--- src/rtl/spi_cmd_pkg.sv ---
package spi_cmd_pkg;
  localparam int REG_AW = 4;

  localparam logic [REG_AW-1:0] A_OPC = 4'h0;
  localparam logic [REG_AW-1:0] A_CNT = 4'h1;
  localparam logic [REG_AW-1:0] A_CTL = 4'h2;
  localparam logic [REG_AW-1:0] A_DAT = 4'hC;
  localparam logic [REG_AW-1:0] A_STA = 4'hD;

  localparam int CTL_GO  = 0;
  localparam int CTL_RWD = 4;
  localparam int STA_SPD = 4;

  localparam logic [1:0] SPD_RST = 2'd3;

  // core cycles per SPI bit for each speed code
  function automatic logic [2:0] bit_div(input logic [1:0] spd);
    case (spd)
      2'd1:    return 3'd2;
      2'd2:    return 3'd3;
      default: return 3'd4;
    endcase
  endfunction
endpackage

--- src/rtl/spi_cmd_fifo.sv ---
module spi_cmd_fifo #(
  parameter int DEPTH = 8,
  parameter int DW    = 8,
  localparam int PW   = $clog2(DEPTH)
) (
  input  logic          clk_i,
  input  logic          rst_ni,
  input  logic          rewind_i,
  input  logic          adv_i,
  input  logic          wr_en_i,
  input  logic [DW-1:0] wr_data_i,
  output logic [DW-1:0] cur_o,
  output logic [DW-1:0] next_o,
  output logic [PW-1:0] ptr_o
);
  logic [DW-1:0] mem_q [DEPTH];
  logic [PW-1:0] ptr_q;
  logic [PW-1:0] ptr_nx;

  assign ptr_nx = ptr_q + 1'b1;
  assign cur_o  = mem_q[ptr_q];
  assign next_o = mem_q[ptr_nx];
  assign ptr_o  = ptr_q;

  always_ff @(posedge clk_i or negedge rst_ni) begin
    if (!rst_ni) begin
      ptr_q <= '0;
      for (int i = 0; i < DEPTH; i++) mem_q[i] <= '0;
    end else begin
      if (wr_en_i) mem_q[ptr_q] <= wr_data_i;
      if (rewind_i)   ptr_q <= '0;
      else if (adv_i) ptr_q <= ptr_nx;
    end
  end

  AST_PTR_STEP: assert property (@(posedge clk_i) disable iff (!rst_ni)
    adv_i && !rewind_i |=> ptr_o == $past(ptr_o) + 1'b1);
  AST_PTR_REWIND: assert property (@(posedge clk_i) disable iff (!rst_ni)
    rewind_i |=> ptr_o == '0);
endmodule

--- src/rtl/spi_cmd_regs.sv ---
module spi_cmd_regs import spi_cmd_pkg::*; #(
  parameter int DW = 8,
  parameter int CW = 4,
  parameter int PW = 3
) (
  input  logic              clk_i,
  input  logic              rst_ni,
  input  logic [REG_AW-1:0] addr_i,
  input  logic              wr_i,
  input  logic              rd_i,
  input  logic [DW-1:0]     wdata_i,
  output logic [DW-1:0]     rdata_o,
  input  logic              busy_i,
  input  logic [PW-1:0]     ptr_i,
  input  logic [DW-1:0]     fifo_cur_i,
  output logic [DW-1:0]     opcode_o,
  output logic [CW-1:0]     tx_cnt_o,
  output logic [CW-1:0]     rx_cnt_o,
  output logic [1:0]        speed_o,
  output logic              start_o,
  output logic              rewind_o,
  output logic              fifo_wr_o,
  output logic              fifo_adv_o
);
  logic [DW-1:0]   opc_q;
  logic [2*CW-1:0] cnt_q;
  logic [1:0]      spd_q;
  logic            wr_ok;

  assign wr_ok = wr_i && !busy_i;

  always_ff @(posedge clk_i or negedge rst_ni) begin
    if (!rst_ni) begin
      opc_q <= '0;
      cnt_q <= '0;
      spd_q <= SPD_RST;
    end else if (wr_ok) begin
      case (addr_i)
        A_OPC:   opc_q <= wdata_i;
        A_CNT:   cnt_q <= wdata_i[2*CW-1:0];
        A_STA:   spd_q <= wdata_i[STA_SPD+1:STA_SPD];
        default: ;
      endcase
    end
  end

  assign opcode_o   = opc_q;
  assign tx_cnt_o   = cnt_q[CW-1:0];
  assign rx_cnt_o   = cnt_q[2*CW-1:CW];
  assign speed_o    = spd_q;
  assign start_o    = wr_ok && addr_i == A_CTL && wdata_i[CTL_GO];
  assign rewind_o   = wr_ok && addr_i == A_CTL && wdata_i[CTL_RWD];
  assign fifo_wr_o  = wr_ok && addr_i == A_DAT;
  assign fifo_adv_o = (wr_i || rd_i) && !busy_i && addr_i == A_DAT;

  always_comb begin
    rdata_o = '0;
    case (addr_i)
      A_OPC: rdata_o = opc_q;
      A_CNT: rdata_o[2*CW-1:0] = cnt_q;
      A_CTL: rdata_o[CTL_GO] = busy_i;
      A_DAT: rdata_o = fifo_cur_i;
      A_STA: begin
        rdata_o[PW-1:0] = ptr_i;
        rdata_o[STA_SPD+1:STA_SPD] = spd_q;
      end
      default: rdata_o = '0;
    endcase
  end

  AST_CNT_HOLD: assert property (@(posedge clk_i) disable iff (!rst_ni)
    busy_i && $past(busy_i) |-> $stable(cnt_q));
  AST_OPC_HOLD: assert property (@(posedge clk_i) disable iff (!rst_ni)
    busy_i && $past(busy_i) |-> $stable(opc_q) && $stable(spd_q));
endmodule

--- src/rtl/spi_cmd_seq.sv ---
module spi_cmd_seq import spi_cmd_pkg::*; #(
  parameter int DW = 8,
  parameter int CW = 4
) (
  input  logic          clk_i,
  input  logic          rst_ni,
  input  logic          start_i,
  input  logic [DW-1:0] opcode_i,
  input  logic [CW-1:0] tx_cnt_i,
  input  logic [CW-1:0] rx_cnt_i,
  input  logic [1:0]    speed_i,
  input  logic [DW-1:0] fifo_cur_i,
  input  logic [DW-1:0] fifo_next_i,
  output logic          fifo_wr_o,
  output logic [DW-1:0] fifo_wdata_o,
  output logic          busy_o,
  output logic          sck_o,
  output logic          mosi_o,
  input  logic          miso_i,
  output logic          cs_no
);
  localparam int BITW = $clog2(DW);
  localparam int BYW  = CW + 2;

  logic            run_q;
  logic [2:0]      ph_q, div_q;
  logic [BITW-1:0] bit_q;
  logic [BYW-1:0]  byte_q;
  logic [DW-1:0]   tx_sh_q, rx_sh_q;
  logic [DW-1:0]   captured, next_tx;
  logic [BYW-1:0]  total;
  logic            last_ph, last_bit, last_byte;

  assign total     = BYW'(tx_cnt_i) + BYW'(rx_cnt_i);
  assign last_ph   = ph_q == div_q - 3'd1;
  assign last_bit  = bit_q == BITW'(DW - 1);
  assign last_byte = byte_q == total;
  assign captured  = {rx_sh_q[DW-2:0], miso_i};
  // after the opcode the pointer has not moved; later bytes just wrote ptr
  assign next_tx   = (byte_q == '0) ? fifo_cur_i : fifo_next_i;

  always_ff @(posedge clk_i or negedge rst_ni) begin
    if (!rst_ni) begin
      run_q   <= 1'b0;
      ph_q    <= '0;
      div_q   <= 3'd4;
      bit_q   <= '0;
      byte_q  <= '0;
      tx_sh_q <= '0;
      rx_sh_q <= '0;
    end else if (!run_q) begin
      if (start_i) begin
        run_q   <= 1'b1;
        ph_q    <= '0;
        bit_q   <= '0;
        byte_q  <= '0;
        div_q   <= bit_div(speed_i);
        tx_sh_q <= opcode_i;
      end
    end else if (last_ph) begin
      ph_q    <= '0;
      rx_sh_q <= captured;
      if (last_bit) begin
        bit_q <= '0;
        if (last_byte) begin
          run_q <= 1'b0;
        end else begin
          byte_q  <= byte_q + 1'b1;
          tx_sh_q <= (byte_q < BYW'(tx_cnt_i)) ? next_tx : '0;
        end
      end else begin
        bit_q   <= bit_q + 1'b1;
        tx_sh_q <= {tx_sh_q[DW-2:0], 1'b0};
      end
    end else begin
      ph_q <= ph_q + 3'd1;
    end
  end

  assign fifo_wr_o    = run_q && last_ph && last_bit && byte_q != '0;
  assign fifo_wdata_o = captured;
  assign busy_o       = run_q;
  assign cs_no        = !run_q;
  assign mosi_o       = run_q & tx_sh_q[DW-1];
  assign sck_o        = run_q && (ph_q >= div_q - (div_q >> 1));

  AST_SCK_IDLE: assert property (@(posedge clk_i) disable iff (!rst_ni)
    cs_no |-> !sck_o);
  AST_MOSI_HOLD: assert property (@(posedge clk_i) disable iff (!rst_ni)
    run_q && $past(run_q) && sck_o && $past(sck_o) |-> $stable(mosi_o));
  AST_START_BUSY: assert property (@(posedge clk_i) disable iff (!rst_ni)
    start_i && !busy_o |=> busy_o);
  AST_PH_RANGE: assert property (@(posedge clk_i) disable iff (!rst_ni)
    run_q |-> ph_q < div_q);
endmodule

--- src/rtl/spi_cmd_engine.sv ---
module spi_cmd_engine import spi_cmd_pkg::*; #(
  parameter int DW    = 8,
  parameter int CW    = 4,
  parameter int DEPTH = 8
) (
  input  logic              clk_i,
  input  logic              rst_ni,
  input  logic [REG_AW-1:0] bus_addr_i,
  input  logic              bus_wr_i,
  input  logic              bus_rd_i,
  input  logic [DW-1:0]     bus_wdata_i,
  output logic [DW-1:0]     bus_rdata_o,
  output logic              busy_o,
  output logic              spi_sck_o,
  output logic              spi_mosi_o,
  input  logic              spi_miso_i,
  output logic              spi_cs_no
);
  localparam int PW = $clog2(DEPTH);

  logic [DW-1:0] opcode, fifo_cur, fifo_next, eng_wdata;
  logic [CW-1:0] tx_cnt, rx_cnt;
  logic [1:0]    speed;
  logic [PW-1:0] ptr;
  logic          start, rewind, reg_fwr, reg_fadv, eng_fwr, busy;

  spi_cmd_regs #(.DW(DW), .CW(CW), .PW(PW)) u_regs (
    .clk_i, .rst_ni,
    .addr_i(bus_addr_i), .wr_i(bus_wr_i), .rd_i(bus_rd_i),
    .wdata_i(bus_wdata_i), .rdata_o(bus_rdata_o),
    .busy_i(busy), .ptr_i(ptr), .fifo_cur_i(fifo_cur),
    .opcode_o(opcode), .tx_cnt_o(tx_cnt), .rx_cnt_o(rx_cnt), .speed_o(speed),
    .start_o(start), .rewind_o(rewind), .fifo_wr_o(reg_fwr), .fifo_adv_o(reg_fadv)
  );

  spi_cmd_fifo #(.DEPTH(DEPTH), .DW(DW)) u_fifo (
    .clk_i, .rst_ni,
    .rewind_i(rewind), .adv_i(reg_fadv | eng_fwr),
    .wr_en_i(reg_fwr | eng_fwr),
    .wr_data_i(eng_fwr ? eng_wdata : bus_wdata_i),
    .cur_o(fifo_cur), .next_o(fifo_next), .ptr_o(ptr)
  );

  spi_cmd_seq #(.DW(DW), .CW(CW)) u_seq (
    .clk_i, .rst_ni,
    .start_i(start), .opcode_i(opcode), .tx_cnt_i(tx_cnt), .rx_cnt_i(rx_cnt),
    .speed_i(speed), .fifo_cur_i(fifo_cur), .fifo_next_i(fifo_next),
    .fifo_wr_o(eng_fwr), .fifo_wdata_o(eng_wdata), .busy_o(busy),
    .sck_o(spi_sck_o), .mosi_o(spi_mosi_o), .miso_i(spi_miso_i), .cs_no(spi_cs_no)
  );

  assign busy_o = busy;

  AST_BUS_QUIET: assert property (@(posedge clk_i) disable iff (!rst_ni)
    busy && !eng_fwr |=> $stable(ptr));
endmodule

--- config.mk ---
export PLATFORM = sky130hd
export DESIGN_NAME = spi_cmd_engine
export DESIGN_NICKNAME = d
export VERILOG_FILES = /design/src/rtl/spi_cmd_pkg.sv /design/src/rtl/spi_cmd_fifo.sv /design/src/rtl/spi_cmd_regs.sv /design/src/rtl/spi_cmd_seq.sv /design/src/rtl/spi_cmd_engine.sv
export SDC_FILE = /design/constraint.sdc
export NUM_CORES = 1
export LEC_CHECK = 0
export ABC_AREA = 1
export BUFFER_PORTS_ARGS = -buffer_cell sky130_fd_sc_hd__buf_2
export CORE_UTILIZATION = 35
export DETAILED_ROUTE_END_ITERATION = 8
export PLACE_DENSITY = 0.46
export SLEW_MARGIN = 40
export SYNTH_ARGS = -nofsm -noshare
export SYNTH_HDL_FRONTEND = slang
export SYNTH_SLANG_ARGS = --single-unit
--- constraint.sdc ---
create_clock -name clk_i -period 4.5 [get_ports clk_i]
set_input_delay 0.225 -clock clk_i [delete_from_list [all_inputs] [get_ports clk_i]]
set_output_delay 0.225 -clock clk_i [all_outputs]
set_load 0.03 [all_outputs]
Word-level counts from Yosys, hierarchy flattened
Cells that the tools add are included.
{"block": "totals", "regBits": 116, "latch_bits": 0, "mem_bits_rw": 0, "romBits": 0, "output_inout_bits": 12, "n_memories": 0}
{"block": "op_classes", "add_sub_neg": 7, "n_mul": 0, "n_div": 0, "magnitude_cmp": 5, "eq_ne": 13, "shift": 0, "mux": 41, "bitwise_logic": 6, "reduce_logical": 27}
{"operator": "two-way mux 8 bit", "n": 13}
{"operator": "bitwise mux 64 bit", "n": 1}
{"operator": "binary-select mux 8 bit (select 3 bit)", "n": 2}
{"operator": "two-way mux 6 bit", "n": 5}
{"operator": "demux 8 bit (select 3 bit)", "n": 1}
{"operator": "two-way mux 3 bit", "n": 8}
{"operator": "case mux 2 bit (4 select lines)", "n": 2}
{"operator": "logical AND 1 bit", "n": 12}
{"operator": "AND reduction 2 bit", "n": 6}
{"operator": "adder 3 x 1 -> 3 bit, second input constant", "n": 3}
{"operator": "equality test 4 bit, second input constant", "n": 2}
{"operator": "greater-or-equal comparator 4 bit, second input constant", "n": 2}
{"operator": "NOT 3 -> 4 bit", "n": 2}
{"operator": "adder 6 x 1 -> 6 bit, second input constant", "n": 1}
{"operator": "equality test 6 bit", "n": 1}
{"operator": "zero test 6 bit", "n": 1}
{"operator": "< comparator 6 x 4 -> 1 bit", "n": 1}
{"operator": "!= test 2 bit, second input constant", "n": 3}
{"operator": "case mux 2 bit (3 select lines)", "n": 1}
{"operator": "case mux 3 bit (2 select lines)", "n": 1}
{"operator": "nonzero test 6 bit", "n": 1}
{"operator": "adder 4 x 4 -> 5 bit", "n": 1}
{"operator": "two-way mux 1 bit", "n": 5}
{"operator": "case mux 1 bit (5 select lines)", "n": 1}
{"operator": "21 further kinds", "n": 23}

Longest topological paths before layout
Gate-level depths: netlist of the first run.
{"block": "depth", "word_depth": 11, "ltp_mapped": 14, "mapped_depth_nobuf": 13}

Modules after synthesis
From an unflattened synthesis of the first run, not the netlist that was laid out.
{"block": "unflattened", "hier_cells": 1142, "area_unflattened_um2": 7752.4}
{"module": "spi_cmd_fifo", "instances": 1, "cells_each": 615, "area_per_inst_um2": 4136.5}
{"module": "spi_cmd_seq", "instances": 1, "cells_each": 354, "area_per_inst_um2": 2407.3}
{"module": "spi_cmd_regs", "instances": 1, "cells_each": 145, "area_per_inst_um2": 1091.0}
{"module": "spi_cmd_engine", "instances": 1, "cells_each": 28, "area_per_inst_um2": 117.6}

Worst setup path after synthesis of the first run
OpenSTA, ideal clock, no wires.
{"block": "synth_path", "path_kind": "register -> output", "startpoint": "reg u_seq.div_q[2]", "endpoint": "out spi_sck_o", "arrival_time_ps": 1851, "t_required_ps": 4275, "path_slack_ps": 2424, "stages_incl_launch_ff": 9, "cell_sequence": "dfstp_2 > inv_1 > fa_1 > inv_1 > ha_1 > a21oi_1 > nor2_1 > o21ai_0 > inv_1"}
{"block": "synth_between", "elab_chain_len": 3}
{"item": "from (decl)", "line": "spi_cmd_seq.sv:26", "rtl": "logic [2:0] ph_q, div_q;"}
{"item": "from (signal assigned)", "line": "spi_cmd_seq.sv:57", "rtl": "div_q <= bit_div(speed_i);"}
{"item": "subtractor 3 x 2 -> 3 bit", "line": "spi_cmd_seq.sv:85", "rtl": "assign sck_o = run_q && (ph_q >= div_q - (div_q >> 1));"}
{"item": "greater-or-equal comparator 3 bit", "line": "spi_cmd_seq.sv:85"}
{"item": "logical AND 1 bit", "line": "spi_cmd_seq.sv:85"}
{"item": "to (decl)", "line": "spi_cmd_engine.sv:14", "rtl": "output logic spi_sck_o,"}
No other way between the ends.

Worst setup path in the final report of the first run
{"block": "layout_path", "startpoint": "reg u_fifo.ptr_q[0] (netlist: u_fifo.ptr_o[0])", "endpoint": "out bus_rdata_o[5]"}
{"block": "layout_between", "elab_chain_len": 5}
{"item": "from (decl)", "line": "spi_cmd_fifo.sv:17", "rtl": "logic [PW-1:0] ptr_q;"}
{"item": "from (signal assigned)", "line": "spi_cmd_fifo.sv:32", "rtl": "else if (adv_i) ptr_q <= ptr_nx;"}
{"item": "NOT 3 -> 4 bit (not written as such)", "line": "spi_cmd_fifo.sv:21", "rtl": "assign cur_o = mem_q[ptr_q];"}
{"item": "binary-select mux 8 bit (select 3 bit)", "line": "spi_cmd_fifo.sv:21"}
{"item": "two-way mux 8 bit (not written as such) (2 in series)", "line": "spi_cmd_fifo.sv:21"}
{"item": "case mux 2 bit (4 select lines)", "line": "spi_cmd_regs.sv:58", "rtl": "case (addr_i)"}
{"item": "to (decl)", "line": "spi_cmd_engine.sv:12", "rtl": "output logic [DW-1:0] bus_rdata_o,"}
No other way between the ends. The select of a mux whose other input is x is not followed.

==> metrics.txt, run 1 <==
unrepaired setup endpoints after global routing no; Worst setup EP type output port; Hold Path Class in -> reg; clk slew on worst S/H paths 0.07 ns; Critical Path Start u_fifo.ptr_o[0]; status completed; Fin Setup TNS 0 ns; DRT Pass-1 Iters 5; final worst clock skew 0.01380 ns; Final Hold Fails 0; Core Util, Final 0.4097; Layout area overhead 13.18%; Initial Utilization 0.3620; Worst R2R End u_seq.tx_sh_q[3]; Synth top area share 0.3961; Core Region 19720 um2; total power 4.220 mW; Final Cycle Share 0.6626; Tot GR Track Use 0.2365; GRT overflow 0; Nets 1076; non-filler instance count after layout 1316; post-CTS setup buffer count 0; diode count 0; Hold EP u_regs.opcode_o[3]; commonest cells after routing, fill and taps aside 510 x nand2_1, 112 x dfrtp_1, 108 x nand3_1; io pins 29; hold buffers post-CTS 1; Power Dens Cells 522.3 nW/um2; clk sinks 116; Filler cells 2098; Core Rows 51; VDD IR-drop max 242.9 uV; first-pass GRT wire length 36150 um; PortBufs 28; largest area contributor in the netlist dfrtp_1; count of pins over their slew limit 0; H-tree levels 4; max_cap viols 0; Storage cell area 2908 um2; GPL Wtd Cong 0.8939; total die area 20970 um2; Clock Root Buffer clkbuf_16; static leakage 4.098 nW; Seq/Total Area, Yosys 0.4072; Period minus WS final 2.982 ns; Die H 144.8 um; Routed WL per cell 17.48 um; Mapped Area 7138 um2; synth unique cells 45; DRC 0; post_cts resized 0; Crit path required time 4.28 ns; type of origin of the critical path flip-flop; yosys warns 0; worst hold start bus_wdata_i[3]; Post-synth top flop dfrtp_1; clk_lat worst skew 0.43 ns; final setup vio count 0; WL final 23000 um; initial drt markers 607; Routed Antenna Nets 0; Avg Cell Area, Syn 7.026 um2; critical-path maximum fanout 42; ys async rst share 1.000; Least-Margin Pin Slew 0.7818 ns; Synth area leaders dfrtp_1 40%, nand2_1 27%, nand3_1 7.6%; Synth Instances 1016; deepest clock path buffer count 2; Post-synth EDFFs 0; kind of critical path reg -> out; vias per std cell 4.962; worst-case reg-to-reg path depth 10; Vias 6530; CTS buffer count 17; area occupied by multi-input gates 3784 um2; commonest non-fill, non-tap cell in the layout nand2_1; DIE WIDTH 144.8 um; r2r startpoint u_fifo.ptr_o[0]; share of layout cells above drive strength 1 0.09990; reg2reg setup slack 1.56 ns; Worst EP arrival 2.76 ns; cell count of the worst hold path 3; CTS tree yes; placed cells 1283; Detailed Place HPWL 16810 um; vias in the first global route 6154; initial antenna violation count 0; max_slew headroom 0.4770; flops & latches, synth 116; FMAX 0.3354 GHz; syn_nets 1054; largest net degree at the start of global routing 66
## cell families (layout without fill, tap and decap cells)
group | after synthesis | in the layout | share of synthesized area
XOR/XNOR | 10 | 10 | 0.01227
AO/OA/AOI/OAI | 83 | 83 | 0.08484
buffers and inverters | 110 | 145 | 0.06275
flip-flops | 116 | 116 | 0.4072
adder cells (fa/ha/maj) | 21 | 21 | 0.03891
AND/OR/NAND/NOR | 676 | 676 | 0.3940
## per-stage QoR
stage	setup WS, ns	hold slack, ns	cell area (um2)
final	1.518	0.08613	8079
after global routing	1.231	0.1068	8079
after CTS	1.544	0.08544	8079
after detailed placement	1.595	0.2687	7501
after global placement	1.649	0.2746	7498
after floorplan	2.424	-0.07059	7138
## worst max-delay path, stage by stage (launching register included)
cell and delay, ns:
dfrtp_2 0.84, buf_4 0.46, nand2_1 0.10, nand3_1 0.14, nand2_1 0.07, nor2_1 0.29
nand2_1 0.09, o2111ai_1 0.10, buf_2 0.24
## sequential cells by signal, indices dropped and copies added, names as in the netlist
signal	count
u_fifo.mem_q	64
u_regs.cnt_q	8
u_regs.opcode_o	8
u_seq.tx_sh_q	8
u_seq.rx_sh_q	7
u_seq.byte_q	6
u_fifo.ptr_o	3
u_seq.bit_q	3
u_seq.div_q	3
u_seq.ph_q	3
u_regs.speed_o	2
u_seq.busy_o	1
## worst max path at each step
| stage | slack [ns] | to |
|---|---|---|
| finish | 1.52 | bus_rdata_o[5] |
| CTS | 1.54 | bus_rdata_o[5] |
| global route | 1.23 | u_seq.tx_sh_q[4] |
| detailed placement | 1.59 | u_seq.tx_sh_q[3] |
| global placement | 1.65 | u_seq.tx_sh_q[4] |
| floorplan | 2.42 | spi_sck_o |
## cells in the mapped netlist, types with 2 or more instances
master	number
nand3_1	108
or2_2	3
clkbuf_1	12
inv_1	75
a21boi_4	3
a21oi_1	11
buf_2	11
nor2_4	5
a21oi_4	2
dfstp_2	3
o2111ai_1	4
nand2_1	510
nor2_2	2
nand2_2	3
dfrtp_1	113
nor2_1	29
o21ai_0	47
buf_1	5
xor2_1	5
inv_2	3
nor3b_1	3
nand2_4	2
fa_1	2
ha_1	19
nand4_1	4
o211ai_1	2
xnor2_1	5
o21ai_4	8
## metal layers
metal  global-route usage  share of wire  vias to the layer above
li1                     -              -                     3266
met1               0.3565           0.52                     3101
met2               0.3416           0.43                      145
met3              0.04113          0.038                       18
met4              0.06759          0.014                        0
met5                    0              0                        -
## power by group
| part | leakage (nW) | switching [mW] | internal (mW) |
|---|---|---|---|
| Combinational | 2.39 | 0.946 | 0.462 |
| Clock | 0.261 | 0.546 | 0.777 |
| Sequential | 1.44 | 0.239 | 1.25 |
## final cells by class
cell class | count | area share
timing repair buffer | 33 | 0.02261
tap | 265 | 0.04104
multi-input combinational | 790 | 0.4683
sequential | 116 | 0.3599
clock buffer | 18 | 0.05436
clock inverter | 14 | 0.01595
inverter | 80 | 0.03779
No activity file was read; power rests on OpenSTA's default activity.
==> run 2: changes to the inputs <==
- PLACE_DENSITY: 0.46 -> 0.48
- clock period: 4.5 -> 2.6 ns (I/O delays scaled with it)
==> run 2 against run 1 <==
Compared with the run above: clock skew is 0.0029 ns lower; critical path depth is 3 higher; via count is 1.4% higher; design area is 4.1% higher; core utilization is 1.7 points higher; clock power is 73% higher; global-route usage is 0.47 points lower; setup slack worse by 1.4 ns; clock-buffer cell count is 1 lower; worst hold slack worse by 0.078 ns; critical endpoint is now spi_sck_o.
==> metrics.txt, run 2 (synthesis gave the netlist of run 1 again) <==
status completed; Critical Path Start u_seq.div_q[0]; unrepaired setup endpoints after global routing yes; total power 7.522 mW; CTS tree yes; met2 GRT Util 0.3482; Final Cycle Share 0.9526; GR Util met1 0.3412; crit path cell chain inv_2 > ha_1 > inv_1 > fa_1 > inv_1 > ha_1 > a21oi_2 > nor2_1 > o21ai_1 > inv_1 > buf_6; diode count 0; Least-Margin Pin Slew 0.7926 ns; share of layout cells above drive strength 1 0.1273; Core Rows 51; worst hold start bus_wdata_i[3]; largest net degree at the start of global routing 65; critical-path maximum fanout 2; Seq pwr share 0.331; Period minus WS final 2.477 ns; Crit-path slowest cell fa_1; deepest clock path buffer count 2; GPL Wtd Cong 0.8752; VDD IR-drop max 484.0 uV; Top cell by count, worst path inv_1; Nets 1110; CP max stage delay 0.47 ns; P_sw 3.077 mW; first-pass GRT wire length 35400 um; Top delay family on crit path adder cells; clk sinks 116; Layout area overhead 17.86%; commonest cells after routing, fill and taps aside 510 x nand2_1, 112 x dfrtp_1, 108 x nand3_1; count of pins over their slew limit 0; clk slew on worst S/H paths 0.06 ns; Final Hold Fails 0; vias in the first global route 5979; initial antenna violation count 0; final setup vio count 0; Core Util, Final 0.4267; vias per std cell 4.910; GRT overflow 0; WL final 22980 um; io pins 29; total die area 20970 um2; Hold Path Class in -> reg; Initial Utilization 0.3620; max_cap viols 0; initial drt markers 492; GRT met3 Usage 0.03126; DRC 0; Die H 144.8 um; CTS buffer count 17; Clock Root Buffer clkbuf_16; H-tree levels 4; Core Region 19720 um2; final worst clock skew 0.01091 ns; commonest non-fill, non-tap cell in the layout nand2_1; DRT Pass-1 Iters 5; Vias 6623; DIE WIDTH 144.8 um; Tot GR Track Use 0.2318; Worst setup EP type output port; sw frac 0.4091; Worst EP arrival 2.35 ns; WP buf/inv 5; Crit path required time 2.47 ns; type of origin of the critical path flip-flop; GRT busiest layer met2; Biggest register u_fifo.mem_q; FMAX 0.4037 GHz; max FFs per register 64; Routed Antenna Nets 0; r2r startpoint u_seq.div_q[0]; Comb pwr share 0.366; PortBufs 28; Power Dens Cells 894.1 nW/um2; Detailed Place HPWL 16630 um; Int Pwr 4.444 mW; clk_lat worst skew 0.43 ns; static leakage 4.300 nW; max_slew headroom 0.4678; Clock power frac 0.303; Routed WL per cell 17.03 um; Filler cells 2076; kind of critical path reg -> out
## run 2: cell types whose count changed in the layout (fill, tap and decap cells not counted), sizes merged
| cell | change |
|---|---|
| buf | +31 |
| clkbuf | -1 |
| clkinv | +1 |
| clkinvlp | -3 |
| dlygate4sd3 | +3 |
| inv | +2 |
## run 2: routing by layer
metal / vias up / wire length (um)
met3: 26 / 680
met5: - / 0
li1: 3338 / -
met4: 0 / 405
met1: 3119 / 11620
met2: 140 / 10270
## run 2: layout make-up
type	count	area, um2	share of cell area
Multi-Input combinational cell	790	3790	0.4505
Sequential cell	116	2908	0.3456
Timing Repair Buffer	67	526.8	0.06261
Clock buffer	17	425.4	0.05057
Tap cell	265	331.6	0.03941
Inverter	80	302.8	0.03599
Clock inverter	14	128.9	0.01532
## run 2: worst register-to-register path, stage by stage (launching register included)
cell,delay [ns]
dfrtp_1,0.37
inv_2,0.05
buf_4,0.13
ha_1,0.32
xnor2_1,0.15
nor2_2,0.21
nand4_4,0.27
buf_12,0.25
buf_12,0.15
a21boi_4,0.27
nand2_1,0.10
nand2_1,0.07
## run 2: through the flow
| step | setup TNS [ns] | std cells | area, um2 | worst slack, ns | hold WS, ns |
|---|---|---|---|---|---|
| after global routing | -0.04176 | 1349 | 8413 | -0.04176 | 0.02621 |
| final | 0 | 1349 | 8413 | 0.1232 | 0.008550 |
| after CTS | 0 | 1348 | 8399 | 0.003943 | 0.004820 |
| after detailed placement | 0 | 1312 | 7791 | 0.2613 | 0.2010 |
| after floorplan | 0 | 1016 | 7138 | 0.5813 | -0.1656 |
| after global placement | 0 | 1312 | 7791 | 0.2593 | 0.2021 |
## run 2: final timing paths
kind	endpoint	slack, ns	depth (start not counted)
max	spi_sck_o	0.12	11
min	u_regs.cnt_q[3]	0.009	3
max reg2reg	u_fifo.mem_q[46]	0.19	11
min reg2reg	u_seq.tx_sh_q[5]	0.48	2
max in group asynchronous	u_seq.div_q[2]	1.61	3
min in group asynchronous	u_fifo.mem_q[11]	0.27	2
## run 2: what timing repair did
item                                   4_1_cts  5_1_grt
hold buffers                                 4        0
gates resized for setup                      3        4
pin swaps                                    0        2
buffers inserted                             1        1
setup endpoints to repair                    2        1
endpoints found under the hold margin       47        0
## run 2: power groups by stage
stage               sequential [mW]  combinational, mW  clock, mW
CTS                            2.49               2.74       2.32
detailed placement             2.51               2.70          0
finish                         2.49               2.76       2.28
global placement               2.52               2.70          0
global route                   2.54               3.09       2.38
floorplan                      2.40               1.86          0
==> run 3: changes to the inputs <==
- ABC_CLOCK_PERIOD_IN_PS: not set -> 2600
- CORE_UTILIZATION: 35 -> 39
- PLACE_DENSITY: 0.48 -> 0.53
==> run 3 against run 2 <==
Compared with the run above: worst hold slack improved by 0.0069 ns; routed wire length down 4.9%; first-iteration DRC count is 34% higher; die area shrank 10%; non-clock buffer count shrank 3; clock skew up 0.0022 ns; largest cell class unchanged; setup slack improved by 0.0067 ns; register-to-register slack gained 0.06 ns; clock power increased by 4%.
==> metrics.txt, run 3 (synthesis gave the netlist of run 1 again) <==
status completed; Fin Setup TNS 0 ns; max FFs per register 64; Tot GR Track Use 0.2461; static leakage 4.273 nW; clk slew on worst S/H paths 0.05 ns; worst-case reg-to-reg path depth 10; Least-Margin Pin Slew 0.6535 ns; Worst setup EP type output port; final setup vio count 0; Seq pwr share 0.332; Clock Root Buffer clkbuf_16; max_slew headroom 0.5627; type of origin of the critical path flip-flop; max_cap viols 0; final worst clock skew 0.01310 ns; Routed Antenna Nets 0; Vias 6664; Comb pwr share 0.354; Stages on worst setup path 11; largest net degree at the start of global routing 69; vias per std cell 5.083; critical-path maximum fanout 3; first-pass GRT wire length 34220 um; Final Hold Fails 0; GPL Wtd Cong 0.8649; P_sw 2.947 mW; CTS buffer count 17; io pins 29; DRT Pass-1 Iters 7; clk sinks 116; Biggest register u_fifo.mem_q; share of layout cells above drive strength 1 0.1248; initial antenna violation count 0; Layout area overhead 16.72%; CP max stage delay 0.47 ns; deepest clock path buffer count 2; Core Region 17960 um2; crit path cell chain inv_2 > ha_1 > inv_1 > fa_1 > inv_1 > ha_1 > a21oi_1 > nor2_1 > o21ai_1 > inv_1 > buf_4; WL final 21860 um; CTS tree yes; DRC 0; total die area 18850 um2; H-tree levels 4; Int Pwr 4.563 mW; Filler cells 1849; unrepaired setup endpoints after global routing no; Detailed Place HPWL 16020 um; PortBufs 28; cell count of the worst hold path 3; commonest non-fill, non-tap cell in the layout nand2_1; Top delay family on crit path adder cells; DIE WIDTH 137.3 um; Power Dens Cells 901.4 nW/um2; Crit path required time 2.47 ns; vias in the first global route 6228; Hold Path Class in -> reg; sw frac 0.3924; diode count 0; GRT overflow 0; Clock power frac 0.314; WP buf/inv 5; Nets 1107; Worst EP arrival 2.34 ns; VDD IR-drop max 508.0 uV; clk_lat worst skew 0.43 ns; initial drt markers 660; kind of critical path reg -> out; Initial Utilization 0.3974; Top cell by count, worst path inv_1; Period minus WS final 2.470 ns; Core Util, Final 0.4638; count of pins over their slew limit 0; Routed WL per cell 16.67 um; Final Cycle Share 0.9500; Crit-path slowest cell fa_1; Core Rows 49; hold slack 0.01542 ns; FMAX 0.4048 GHz; Die H 137.3 um; commonest cells after routing, fill and taps aside 510 x nand2_1, 110 x dfrtp_1, 108 x nand3_1
## run 3: cell count changes in the layout (fill, tap and decap cells not counted), sizes merged
cell / previous run / this run
dlygate4sd3: 4 / 3
bufinv: 1 / 2
clkinv: 6 / 5
clkbuf: 17 / 21
clkinvlp: 3 / 4
inv: 84 / 80
buf: 63 / 61
## run 3: worst reg2reg max path, cell delays in order (launching register included)
cell and delay (ns):
dfrtp_1 0.40, inv_1 0.08, ha_1 0.30, xnor2_1 0.14, nor2_2 0.17, nand4_4 0.30, buf_12 0.28, a21oi_4 0.24
inv_1 0.19, nand2_1 0.11, nand2_1 0.05
## run 3: through the flow
| stage | total power, mW | setup slack, ns | std cells | instance area [um2] |
|---|---|---|---|---|
| after floorplan | 4.254 | 0.5813 | 1016 | 7138 |
| after global placement | 5.131 | 0.3241 | 1275 | 7701 |
| after detailed placement | 5.144 | 0.2415 | 1275 | 7701 |
| after CTS | 7.539 | 0.04346 | 1310 | 8318 |
| after global routing | 8.044 | 0.002484 | 1311 | 8332 |
| final | 7.511 | 0.1299 | 1311 | 8332 |
## run 3: path summary, 6_finish.rpt
check                           slack (ns)                 to              from
min in group asynchronous             0.16    u_seq.byte_q[2]            rst_ni
worst min register to register        0.48   u_seq.tx_sh_q[6]  u_seq.tx_sh_q[6]
worst max register to register        0.25   u_fifo.mem_q[51]    u_seq.div_q[1]
max in group asynchronous             1.73   u_fifo.mem_q[36]            rst_ni
worst max-delay path                  0.13          spi_sck_o    u_seq.div_q[0]
worst min-delay path                  0.02  u_regs.speed_o[1]    bus_wdata_i[5]
## run 3: metal layers
metal,track usage,vias up,share of wire
met2,0.3886,193,0.46
met4,0.09707,0,0.027
li1,-,3322,-
met5,0,-,0
met3,0.04084,38,0.051
met1,0.3350,3111,0.46
## run 3: final cells by class
class                      instances  area [um2]  share of cell area
clock inverter                    11       126.4             0.01517
tap                              229       286.5             0.03439
inverter                          80       304.0             0.03649
clock buffer                      21       460.4             0.05526
timing repair buffer              64       460.4             0.05526
sequential                       116        2910              0.3493
multi-input combinational        790        3784              0.4541
## run 3: what timing repair did
item | CTS | global route
setup buffers | 0 | 1
hold endpoints to repair | 27 | 0
resized for setup | 0 | 7
hold buffers | 3 | 0
setup endpoints to repair | 0 | 4
## run 3: power groups by stage
stage / sequential (mW) / clock (mW) / combinational [mW]
floorplan: 2.40 / 0 / 1.86
global placement: 2.52 / 0 / 2.61
detailed placement: 2.51 / 0 / 2.63
CTS: 2.49 / 2.40 / 2.65
global route: 2.54 / 2.47 / 3.04
finish: 2.49 / 2.36 / 2.66
